[config.mk]
export PLATFORM = sky130hd
export DESIGN_NAME = irq_nest_arb
export DESIGN_NICKNAME = d
export VERILOG_FILES = /design/src/rtl/irq_nest_pkg.sv /design/src/rtl/irq_pend_bank.sv /design/src/rtl/irq_pick.sv /design/src/rtl/irq_nest_ctrl.sv /design/src/rtl/irq_nest_arb.sv
export SDC_FILE = /design/constraint.sdc
export NUM_CORES = 1
export LEC_CHECK = 0
export ABC_AREA = 1
export ABC_CLOCK_PERIOD_IN_PS = 3500
export BUFFER_PORTS_ARGS = -buffer_cell sky130_fd_sc_hd__buf_4
export CAP_MARGIN = 15
export CELL_PAD_IN_SITES_DETAIL_PLACEMENT = 0
export CELL_PAD_IN_SITES_GLOBAL_PLACEMENT = 1
export CORE_MARGIN = 3
export CORE_UTILIZATION = 37
export CTS_BUF_LIST = sky130_fd_sc_hd__clkbuf_8
export CTS_CLUSTER_DIAMETER = 50
export DETAILED_ROUTE_END_ITERATION = 10
export PLACE_DENSITY_LB_ADDON = 0.1
export SLEW_MARGIN = 15
export SYNTH_ARGS = -nofsm -noshare
export SYNTH_HDL_FRONTEND = slang
export SYNTH_HIERARCHICAL = 1
export SYNTH_SLANG_ARGS = --single-unit
[constraint.sdc]
create_clock -name clk_i -period 3.5 [get_ports clk_i]
set_input_delay 0.35 -clock clk_i [delete_from_list [all_inputs] [get_ports clk_i]]
set_output_delay 0.35 -clock clk_i [all_outputs]
set_load 0.03 [all_outputs]
[src/rtl/irq_nest_pkg.sv]
package irq_nest_pkg;
  localparam int unsigned VEC_W = 5;
  localparam logic [VEC_W-1:0] NMI_VEC = '0;

  typedef enum logic [1:0] {
    GNT_NONE,
    GNT_NMI,
    GNT_HI,
    GNT_LO
  } grant_e;
endpackage

[src/rtl/irq_pend_bank.sv]
module irq_pend_bank #(
  parameter int unsigned N_SRC = 8
) (
  input  logic             clk_i,
  input  logic             rst_ni,
  input  logic [N_SRC-1:0] set_i,
  input  logic [N_SRC-1:0] clr_i,
  output logic [N_SRC-1:0] pend_o
);
  for (genvar i = 0; i < N_SRC; i++) begin : g_bit
    always_ff @(posedge clk_i or negedge rst_ni) begin
      if (!rst_ni)       pend_o[i] <= 1'b0;
      else if (set_i[i]) pend_o[i] <= 1'b1;   // new request beats clear
      else if (clr_i[i]) pend_o[i] <= 1'b0;
    end

    assert_hold_R2: assert property (@(posedge clk_i) disable iff (!rst_ni)
      pend_o[i] && !clr_i[i] |=> pend_o[i]);
  end
endmodule

[src/rtl/irq_pick.sv]
module irq_pick #(
  parameter int unsigned N_SRC = 8,
  parameter int unsigned IDX_W = 5
) (
  input  logic [N_SRC-1:0] cand_i,
  output logic             hit_o,
  output logic [IDX_W-1:0] idx_o,
  output logic [N_SRC-1:0] onehot_o
);
  always_comb begin
    hit_o = 1'b0;
    idx_o = '0;
    for (int i = N_SRC - 1; i >= 0; i--) begin
      if (cand_i[i]) begin
        hit_o = 1'b1;
        idx_o = IDX_W'(i);
      end
    end
  end

  assign onehot_o = cand_i & (~cand_i + 1'b1);
endmodule

[src/rtl/irq_nest_ctrl.sv]
module irq_nest_ctrl
  import irq_nest_pkg::*;
#(
  parameter int unsigned IDX_W = VEC_W
) (
  input  logic             clk_i,
  input  logic             rst_ni,
  input  logic             nmi_i,
  input  logic             insn_done_i,
  input  logic             ei_i,
  input  logic             di_i,
  input  logic             reti_i,
  input  logic             ret_ie_i,
  input  logic             ret_isp_i,
  input  logic             hi_hit_i,
  input  logic [IDX_W-1:0] hi_idx_i,
  input  logic             lo_hit_i,
  input  logic [IDX_W-1:0] lo_idx_i,
  output grant_e           grant_o,
  output logic [VEC_W-1:0] vec_o,
  output logic             ie_o,
  output logic             isp_o,
  output logic             busy_o,
  output logic             nmi_pend_o
);
  logic ie_q, isp_q, busy_q, gap_q, nmi_pend_q;
  logic take, mask_ok;

  assign take    = insn_done_i && !reti_i && !gap_q;
  assign mask_ok = take && !busy_q && !nmi_pend_q && ie_q;

  always_comb begin
    grant_o = GNT_NONE;
    if (take && nmi_pend_q && !busy_q)  grant_o = GNT_NMI;
    else if (mask_ok && hi_hit_i)       grant_o = GNT_HI;
    else if (mask_ok && lo_hit_i && isp_q) grant_o = GNT_LO;
  end

  always_comb begin
    unique case (grant_o)
      GNT_HI:  vec_o = VEC_W'(hi_idx_i) + 1'b1;
      GNT_LO:  vec_o = VEC_W'(lo_idx_i) + 1'b1;
      default: vec_o = NMI_VEC;
    endcase
  end

  always_ff @(posedge clk_i or negedge rst_ni) begin
    if (!rst_ni) begin
      ie_q       <= 1'b0;
      isp_q      <= 1'b1;
      busy_q     <= 1'b0;
      gap_q      <= 1'b0;
      nmi_pend_q <= 1'b0;
    end else begin
      if (grant_o != GNT_NONE) ie_q <= 1'b0;
      else if (reti_i)         ie_q <= ret_ie_i;
      else if (di_i)           ie_q <= 1'b0;
      else if (ei_i)           ie_q <= 1'b1;

      if (grant_o == GNT_HI)      isp_q <= 1'b0;
      else if (grant_o == GNT_LO) isp_q <= 1'b1;
      else if (reti_i)            isp_q <= ret_isp_i;

      if (grant_o == GNT_NMI) busy_q <= 1'b1;
      else if (reti_i)        busy_q <= 1'b0;

      // the strobe closing the return instruction takes nothing
      if (reti_i && !insn_done_i) gap_q <= 1'b1;
      else if (insn_done_i)       gap_q <= 1'b0;

      if (nmi_i)                   nmi_pend_q <= 1'b1;
      else if (grant_o == GNT_NMI) nmi_pend_q <= 1'b0;
    end
  end

  assign ie_o       = ie_q;
  assign isp_o      = isp_q;
  assign busy_o     = busy_q;
  assign nmi_pend_o = nmi_pend_q;

  assert_ie_drop_R5: assert property (@(posedge clk_i) disable iff (!rst_ni)
    grant_o != GNT_NONE |=> !ie_q);
  assert_hi_isp_R6: assert property (@(posedge clk_i) disable iff (!rst_ni)
    grant_o == GNT_HI |=> !isp_q);
  assert_nmi_busy_R9: assert property (@(posedge clk_i) disable iff (!rst_ni)
    grant_o == GNT_NMI |=> busy_o);
  assert_busy_block_R10: assert property (@(posedge clk_i) disable iff (!rst_ni)
    busy_q |-> grant_o == GNT_NONE);
  assert_gap_R12: assert property (@(posedge clk_i) disable iff (!rst_ni)
    gap_q || reti_i |-> grant_o == GNT_NONE);
  assert_low_park_R7: assert property (@(posedge clk_i) disable iff (!rst_ni)
    !isp_q |-> grant_o != GNT_LO);
endmodule

[src/rtl/irq_nest_arb.sv]
module irq_nest_arb
  import irq_nest_pkg::*;
#(
  parameter int unsigned N_SRC = 8
) (
  input  logic             clk_i,
  input  logic             rst_ni,
  input  logic [N_SRC-1:0] req_i,
  input  logic [N_SRC-1:0] mask_i,
  input  logic [N_SRC-1:0] prio_i,
  input  logic             nmi_i,
  input  logic             insn_done_i,
  input  logic             ei_i,
  input  logic             di_i,
  input  logic             reti_i,
  input  logic             ret_ie_i,
  input  logic             ret_isp_i,
  output logic             ack_o,
  output logic [VEC_W-1:0] ack_vec_o,
  output logic [N_SRC-1:0] pend_o,
  output logic             nmi_pend_o,
  output logic             ie_o,
  output logic             isp_o,
  output logic             nmi_busy_o
);
  localparam int unsigned N_LVL = 2;

  logic [N_SRC-1:0]              pend, clr;
  logic [N_LVL-1:0][N_SRC-1:0]   lvl_cand, lvl_oh;
  logic [N_LVL-1:0]              lvl_hit;
  logic [N_LVL-1:0][VEC_W-1:0]   lvl_idx;
  grant_e                        grant;

  irq_pend_bank #(.N_SRC(N_SRC)) u_pend (
    .clk_i  (clk_i),
    .rst_ni (rst_ni),
    .set_i  (req_i),
    .clr_i  (clr),
    .pend_o (pend)
  );

  assign lvl_cand[0] = pend & ~mask_i & ~prio_i;
  assign lvl_cand[1] = pend & ~mask_i &  prio_i;

  for (genvar l = 0; l < N_LVL; l++) begin : g_lvl
    irq_pick #(.N_SRC(N_SRC), .IDX_W(VEC_W)) u_pick (
      .cand_i   (lvl_cand[l]),
      .hit_o    (lvl_hit[l]),
      .idx_o    (lvl_idx[l]),
      .onehot_o (lvl_oh[l])
    );
  end

  irq_nest_ctrl #(.IDX_W(VEC_W)) u_ctrl (
    .clk_i       (clk_i),
    .rst_ni      (rst_ni),
    .nmi_i       (nmi_i),
    .insn_done_i (insn_done_i),
    .ei_i        (ei_i),
    .di_i        (di_i),
    .reti_i      (reti_i),
    .ret_ie_i    (ret_ie_i),
    .ret_isp_i   (ret_isp_i),
    .hi_hit_i    (lvl_hit[0]),
    .hi_idx_i    (lvl_idx[0]),
    .lo_hit_i    (lvl_hit[1]),
    .lo_idx_i    (lvl_idx[1]),
    .grant_o     (grant),
    .vec_o       (ack_vec_o),
    .ie_o        (ie_o),
    .isp_o       (isp_o),
    .busy_o      (nmi_busy_o),
    .nmi_pend_o  (nmi_pend_o)
  );

  always_comb begin
    unique case (grant)
      GNT_HI:  clr = lvl_oh[0];
      GNT_LO:  clr = lvl_oh[1];
      default: clr = '0;
    endcase
  end

  assign ack_o  = grant != GNT_NONE;
  assign pend_o = pend;

  assert_strobe_R3: assert property (@(posedge clk_i) disable iff (!rst_ni)
    ack_o |-> insn_done_i);
  assert_pulse_R3: assert property (@(posedge clk_i) disable iff (!rst_ni)
    ack_o |=> !ack_o || insn_done_i);
  assert_enabled_R4: assert property (@(posedge clk_i) disable iff (!rst_ni)
    ack_o && ack_vec_o != NMI_VEC |-> ie_o);
  assert_clear_R2: assert property (@(posedge clk_i) disable iff (!rst_ni)
    ack_o && ack_vec_o != NMI_VEC && req_i == '0 |=> $countones(pend_o) < $countones($past(pend_o)));
endmodule

=== Yosys cells after proc, flatten, opt, wreduce, memory -nomap -nowiden ===
Cells that the tools add are included.

* Word-level logic and storage cells: 125
* Register bits: 13

* Eq/ne operators: 3
* Reductions and logical operators: 30
* Bitwise operators: 9
* Mux-type cells: 66
* $add $sub $neg: 4

{| class="wikitable"
|+ Operator list
! operator !! count
|-
| $mux W3 || 16
|-
| $mux W1 || 45
|-
| $and A8 B8 Y8 || 5
|-
| $not A8 Y8 || 4
|-
| $reduce_bool A2 Y1 || 12
|-
| $add A8 B1 Y8 const B || 2
|-
| $pmux W8 S2 || 1
|-
| $logic_and A1 B1 Y1 || 11
|-
| $pmux W5 S2 || 1
|-
| $add A3 B1 Y4 const B || 2
|-
| $mux W2 || 3
|-
| $logic_not A1 Y1 || 5
|-
| $eq A2 B2 Y1 const B || 2
|-
| $reduce_bool A4 Y1 || 1
|-
| $reduce_bool A3 Y1 || 1
|-
| $eq A2 B1 Y1 const B || 1
|}

=== Logic depth before layout (Yosys ltp) ===
Gate-level depths: netlist of the first run.

* Word-level depth: 20
* Mapped depth: 18

=== Hierarchy ===
Netlist of the first run, hierarchy kept.

{| class="wikitable"
|+ By module, submodules not included
! module !! area an instance (sq um) !! instances !! cells each !! seq. area each (sq um)
|-
| irq_nest_ctrl || 491.7 || 1 || 63 || 126.4
|-
| irq_pick || 177.7 || 2 || 39 || 0.0
|-
| irq_nest_arb || 320.3 || 1 || 69 || 0.0
|-
| irq_pend_bank || 320.3 || 1 || 40 || 200.2
|}

=== Worst setup path after synthesis of the first run ===
No wires, ideal clock.

* Path type: register to output
* From: register u_pend.pend_o[0]
* To: output ack_vec_o[2]
* Path buffers: 0
* Arrival: 2.337 ns
* Cell stages (with the launch flop): 15
* Slack: 0.813 ns
* Cell sequence: dfrtp_1 -> nand2_1 -> nor2_1 -> inv_1 -> nand3_2 -> inv_2 -> nand2_1 -> nand2_2 -> nor2_4 -> nand3_4 -> nand2_1 -> nand2_2 -> ha_1 -> xnor2_1 -> nor2_1

{| class="wikitable"
|+ RTL lines
! item !! RTL line !! RTL
|-
| start: declaration || irq_pend_bank.sv:8 || <nowiki>output logic [N_SRC-1:0] pend_o</nowiki>
|-
| start signal: indexed assignment || irq_pend_bank.sv:12 || <nowiki>if (!rst_ni) pend_o[i] <= 1'b0;</nowiki>
|-
| start signal: indexed assignment || irq_pend_bank.sv:13 || <nowiki>else if (set_i[i]) pend_o[i] <= 1'b1;</nowiki>
|-
| start signal: indexed assignment || irq_pend_bank.sv:14 || <nowiki>else if (clr_i[i]) pend_o[i] <= 1'b0;</nowiki>
|-
| end: declaration || irq_nest_arb.sv:19 || <nowiki>output logic [VEC_W-1:0] ack_vec_o,</nowiki>
|}

==> results of run 1 <==
worst max path at each step:
stage,start,end,slack (ns),cells past startpoint
detailed placement,mask_i[0],ack_vec_o[2],0.88,17
global route,u_pend/pend_o[0],ack_vec_o[2],0.50,15
global placement,mask_i[0],ack_vec_o[2],0.94,17
floorplan,u_pend/pend_o[0],ack_vec_o[2],0.81,14
finish,u_pend/pend_o[0],ack_vec_o[2],0.76,15
CTS,u_pend/pend_o[0],ack_vec_o[2],0.73,15
repair_timing:
| action | 4_1_cts | 5_1_grt |
|---|---|---|
| hold buffers | 1 | 0 |
| buffers inserted | 0 | 0 |
| hold endpoints to repair | 12 | 0 |
power groups by stage:
stage | clock (W) | combinational [W] | sequential (W)
CTS | 0.000143 | 0.000160 | 0.000161
detailed placement | 0 | 0.000158 | 0.000163
global placement | 0 | 0.000158 | 0.000164
global route | 0.000152 | 0.000179 | 0.000161
finish | 0.000136 | 0.000158 | 0.000161
floorplan | 0 | 0.0000987 | 0.000172
registers in the layout (all words and copies together) (netlist names):
signal / count
u_ctrl/nmi_pend_o: 1
u_ctrl/ie_o: 1
u_ctrl/busy_o: 1
u_ctrl/gap_q: 1
u_ctrl/isp_o: 1
u_pend/pend_o: 8
kinds of logic after synthesis:
logic type	share of synthesized area [%]
xor+xnor	0.589
buf+inv	20.7
other cells	0.505
flops	22.0
fa+ha+maj	0.841
simple gates	50.1
compound gates	5.30
critical path, delay by kind of cell, from the launching register on:
family / cells / cell delay (ns)
AND/OR/NAND/NOR: 10 / 1.09
flip-flops: 1 / 0.36
buffers and inverters: 3 / 0.31
adder cells (fa/ha/maj): 1 / 0.23
XOR/XNOR: 1 / 0.13
cell usage in the layout, fill, tap and decap left out:
cell,netlist,final
dlygate4sd3_1,0,1
dfrtp_1,12,12
o21bai_1,1,1
nand3_4,1,1
nand3_2,5,5
ha_1,1,1
nor2_1,41,41
inv_2,4,4
xnor2_1,1,1
o21ai_0,2,2
clkbuf_8,1,3
or2_1,3,3
a211oi_1,1,1
nand2_2,8,8
dfstp_2,1,1
buf_4,6,50
a21oi_1,5,5
nand2_4,2,2
nor2_2,6,6
o21ai_1,1,1
nor2_8,1,1
clkinv_4,1,1
nand3_1,19,19
conb_1,2,4
inv_1,53,54
a21oi_4,1,1
nand4_1,4,4
nand2_1,62,62
a21o_1,1,1
nor2_4,2,2
routing by layer:
layer / part of all wire [%] / vias to the layer above / GRT usage, %
met4: 1.2 / 0 / 4.56
met3: 5.1 / 5 / 2.90
met1: 49 / 598 / 20.0
li1: - / 827 / -
met2: 44 / 32 / 22.2
met5: 0 / - / 0
layout make-up:
class	count	share of cell area, %
flip-flops and latches	13	17.2
clock buffers	3	2.17
multi-input cells	172	45.3
clock inverters	1	0.197
well taps	48	3.16
inverters	58	11.7
repair buffers	51	20.3
per-stage QoR:
stage                     area (um2)  std cells
after detailed placement        1850        341
final                           1900        346
after CTS                       1900        346
after global placement          1850        341
after global routing            1900        346
after floorplan                 1500        252
==> impl_metrics.ini, run 1 <==
[cells_and_area]
drive_gt1_share_pct = 28.5
fillers = 424
area_growth_syn_to_layout_pct = 27.8
multi_input_area_um2 = 861
fin_nets = 333
register_area_um2 = 327
utilization_pct = 50.4
antenna_cells = 0

[yosys]
synthTopCellsByArea = dfrtp_1, nand2_1, inv_1
yosysTopAreaCell = dfrtp_1
synth-seq-cells = 13
synth_area_um2 = 1490
yosysMostFrequentCell = nand2_1
synth_edf_count = 0
synth_flop_cell = dfrtp_1
synth_cells = 250
synth_top_area_share_pct = 20.2
synth_cell_types = 31
avgSynthCellArea_um2 = 5.95
ys_warn_count = 6
ys_seq_area_share_pct = 22.0
ys_async_sr_fraction_pct = 100
synthTopCellsByCount = nand2_1, inv_1, nor2_1, nand3_1, dfrtp_1

[power]
power_frac_comb_pct = 34.7
power.switching_w = 0.000156
power.total_w = 0.000455
clockPowerShare_pct = 29.9
max-vdd-ir-drop_mv = 0.125
power_density_nw_per_um2 = 239
seqPwrFrac_pct = 35.4
leakage_nw = 1.09
p_int_w = 0.000298
swShare_pct = 34.4

[timing]
rsz0062_at_grt = no
clock_skew_ns = 0.00375
fin_tns_setup_ns = 0
slew_headroom_pct = 62.6
setup_viol_count_final = 0
fin_ws_ns = 0.763
finalMaxSlewViolations = 0
period_needed_ns = 2.74
fin_crit_sh_pct = 78.2
finalHoldViolCount = 0
worst_pin_slew_ns = 0.560
whs_ns = 0.275
timing.fmax_ghz = 0.365

[floorplan]
pin_count = 51
core.rowCount = 22
die_area_um2 = 4820
die_h_um = 69.4
floorplan.initialDensity_pct = 39.4
die_x_um = 69.4
core_area_um2 = 3770

[route]
drt_iter0_drc = 53
postRouteAntennaNets = 0
drt_pass1_iterations = 4
drt_wl_total_um = 3250
routedWlPerCell_um = 9.38
vias = 1462
drc = 0
viasPerCell = 4.23

[grt]
grt_use_total_pct = 14.4
grt_pass1_vias = 1398
antenna_found_initial = 0
grt_pass1_wl_um = 5720
grt_max_degree = 22
grt-ovfl-total = 0

[worst_setup_path]
critPathKind = reg2out
crit_top_cell = nand2_1
regToRegSetupSlack_ns = 1.22
critPathRequiredTime_ns = 3.15
r2r-start = u_pend/pend_o[0]
r2r_cells = 16
start_kind = flip-flop
crit_path_max_incr_delay_ns = 0.36
rr_endpoint = u_pend/pend_o[4]
crit_path_max_fanout = 8
cp-end-kind = output port
slowest_stage = dfrtp_1
cp_data_arrival_time_ns = 2.39
cp_cell_sequence = nand2_1 > nor2_1 > inv_1 > nand3_2 > inv_2 > nand2_1 > nand2_2 > nor2_4 > nand3_4 > nand2_1 > nand2_2 > ha_1 > xnor2_1 > nor2_1 > buf_4

[min_path]
holdCritPathClass = in2reg
min_path_cells = 2
whs_endpoint = u_ctrl/gap_q
worstHoldStart = insn_done_i

[clocking]
cts-root-buf = clkbuf_8
cts_buffers = 3
clockBufferDepth = 2
htreeDepth = 1
worstSkewPairLatency_ns = 0.25
clk_pin_slew_ns = 0.06
cts_tree = yes
postCtsResizedCells = 0
clock-sinks = 13

[flow_run]
max-cap-violations = 0

[outcome]
status = complete, no violations

[placed_design]
gp_congestion = 0.785
hpwlAfterDp_um = 2690
port_buffers = 50
dp_slack_ns = 0.884
(Power assumes the default switching activity.)
==> run 2: changes to the inputs <==
--- a/config.mk
+++ b/config.mk
@@ -5,14 +5,14 @@
 export SDC_FILE = /design/constraint.sdc
 export NUM_CORES = 1
 export LEC_CHECK = 0
-export ABC_AREA = 1
-export ABC_CLOCK_PERIOD_IN_PS = 3500
+export ABC_AREA = 0
+export ABC_CLOCK_PERIOD_IN_PS = 2800
 export BUFFER_PORTS_ARGS = -buffer_cell sky130_fd_sc_hd__buf_4
 export CAP_MARGIN = 15
 export CELL_PAD_IN_SITES_DETAIL_PLACEMENT = 0
 export CELL_PAD_IN_SITES_GLOBAL_PLACEMENT = 1
 export CORE_MARGIN = 3
-export CORE_UTILIZATION = 37
+export CORE_UTILIZATION = 36
 export CTS_BUF_LIST = sky130_fd_sc_hd__clkbuf_8
 export CTS_CLUSTER_DIAMETER = 50
 export DETAILED_ROUTE_END_ITERATION = 10
==> constraint.sdc (replaced) <==
create_clock -name clk_i -period 2.8 [get_ports clk_i]
set_input_delay 0.28 -clock clk_i [delete_from_list [all_inputs] [get_ports clk_i]]
set_output_delay 0.28 -clock clk_i [all_outputs]
set_load 0.03 [all_outputs]
==> run 2 against run 1 <==
The run now ends with setup timing left. Cell count down 17%. Power grew 34%. Area after synthesis shrank 11%. Die area fell by 8.1%. Highest routed layer unchanged. Clock skew down 0.00063 ns. Worst hold slack got worse by 0.088 ns. Register-to-register slack got worse by 0.96 ns. Clock-buffer cell count stayed put. Utilization up 11 points. Sequential share of layout area is 1.6 points lower.
==> impl_metrics.ini, run 2 <==
[outcome]
status = finished with violations
failed_checks = setup timing

[timing]
setup_viol_count_final = 5
clock_skew_ns = 0.00313
fin_crit_sh_pct = 109
fin_tns_setup_ns = -0.810
fin_ws_ns = -0.261
finalMaxSlewViolations = 0
period_needed_ns = 3.06
timing.fmax_ghz = 0.327
rsz0062_at_grt = yes
finalHoldViolCount = 0

[floorplan]
die_x_um = 66.6
core_area_um2 = 3440
die_h_um = 66.6
floorplan.initialDensity_pct = 38.3
die_area_um2 = 4430
core.rowCount = 21
pin_count = 51

[route]
viasPerCell = 4.87
postRouteAntennaNets = 0
routedWlPerCell_um = 12.8
drt_pass1_iterations = 4
drc = 0
drt_iter0_drc = 21
vias = 1403
drt_wl_total_um = 3700

[cells_and_area]
drive_gt1_share_pct = 45.9
regMostFlops = u_pend/pend_o
largest_reg_flops = 8
mostFrequentLayoutCells = buf_4, nor2_1, inv_1, nor2b_1, nor3b_1
area_growth_syn_to_layout_pct = 59.9
instances_no_fill = 288
stdcell_area_um2 = 2110
layout_commonest_cell = buf_4
antenna_cells = 0
fin_nets = 277

[yosys]
yosysMostFrequentCell = nor2_1
synth_area_um2 = 1320
ys_warn_count = 6
yosysTopAreaCell = dfrtp_1
synth_top_area_share_pct = 22.7
synthTopCellsByArea = dfrtp_1, mux2i_1, nor3b_1
avgSynthCellArea_um2 = 8.25
synth_cells = 160
synth_cell_types = 36
synth-seq-cells = 13
ys_seq_area_share_pct = 24.7
synth_edf_count = 0
ys_async_sr_fraction_pct = 100
synthTopCellsByCount = nor2_1, dfrtp_1, inv_1, nor2b_1, nor3b_1
synth_flop_cell = dfrtp_1

[worst_setup_path]
critPathLaunch = u_pend/pend_o[3]
r2r-start = u_pend/pend_o[3]
regToRegSetupSlack_ns = 0.26
cp_data_arrival_time_ns = 2.78
critPathRequiredTime_ns = 2.52
cp-end-kind = output port
start_kind = flip-flop
crit_path_max_fanout = 3
critPathKind = reg2out

[clocking]
cts_buffers = 3
clock-sinks = 13
cts_tree = yes
htreeDepth = 1
worstSkewPairLatency_ns = 0.25
cts-root-buf = clkbuf_8
clk_pin_slew_ns = 0.06
clockBufferDepth = 2

[min_path]
holdCritPathClass = in2reg
worstHoldStart = insn_done_i

[flow_run]
max-cap-violations = 0

[placed_design]
port_buffers = 50
post-place-cells = 275
dpl_cell_area_um2 = 1900
hpwlAfterDp_um = 2920
gp_congestion = 0.896

[grt]
grt_max_degree = 14
grt_pass1_vias = 1394
antenna_found_initial = 0
grt_pass1_wl_um = 6090
grt-ovfl-total = 0
grt_use_total_pct = 17.6

[power]
max-vdd-ir-drop_mv = 0.169
power.total_w = 0.000607
power_density_nw_per_um2 = 288
leakage_nw = 0.933
==> run 2: cell count changes in the layout (fill, tap and decap cells not counted), sizes merged, moves of 10 or more <==
cell / delta
buf: +32
inv: -44
mux2i: +10
nand2: -63
nand3: -21
nor2: -33
nor2b: +12
nor3b: +12
==> run 2: what timing repair did <==
item / 4_1_cts / 5_1_grt
setup buffers: 6 / 3
hold buffers: 1 / 0
gates resized for setup: 19 / 4
hold endpoints to repair: 12 / 0
setup endpoints to repair: 4 / 9
pin swaps: 5 / 1
==> run 2: worst paths after layout <==
check                                         to  cells past startpoint
worst max register to register  u_pend/pend_o[3]                     14
worst min register to register       u_ctrl/ie_o                      1
worst min-delay path                u_ctrl/gap_q                      2
max in group asynchronous           u_ctrl/isp_o                      2
worst max-delay path                ack_vec_o[2]                     12
min in group asynchronous       u_pend/pend_o[1]                      2
==> run 2: worst max-delay path, stage by stage, from the launching register on <==
cell and delay, ns:
dfrtp_2 0.41, and3b_1 0.18, or4_4 0.57, nor3_4 0.18
nand2_2 0.11, nand2_4 0.09, nor2_4 0.05, nand2_4 0.07
mux2_4 0.31, ha_4 0.17, xor2_2 0.18, nor2_4 0.10
buf_6 0.13
==> run 2: cell families after synthesis <==
group	share of synthesized area [%]
xor+xnor	3.32
simple gates	40.1
fa+ha+maj	0.948
mux	9.86
other cells	0.569
buf+inv	7.96
compound gates	12.5
flops	24.7
==> run 2: power breakdown <==
group / internal [W] / switching [W]
clock network: 0.0000971 / 0.0000756
logic: 0.000120 / 0.000111
registers: 0.000196 / 0.00000760
==> run 2: cell type report <==
| class | instances | area, um2 |
|---|---|---|
| fillers | 310 | 1330 |
| multi-input cells | 129 | 982 |
| repair buffers | 83 | 648 |
| flip-flops and latches | 13 | 329 |
| well taps | 46 | 57.6 |
| inverters | 13 | 48.8 |
| clock buffers | 3 | 41.3 |
| clock inverters | 1 | 3.75 |
==> run 2: per-layer routing <==
metal	wire length [um]	vias up	track usage [%]	part of all wire [%]
met3	151	8	2.02	4.1
met4	65	0	6.09	1.8
met5	0	-	0	0
met1	1650	649	22.7	45
met2	1830	40	30.2	49
li1	-	706	-	-
==> run 2: metrics by stage <==
step	hold slack, ns	utilization (%)	worst slack, ns
floorplan	-0.0156	-	-0.0661
global placement	0.140	55.1	-0.0165
detailed placement	0.144	55.1	-0.106
CTS	0.181	60.5	-0.242
global route	0.182	61.3	-0.361
finish	0.187	61.3	-0.261
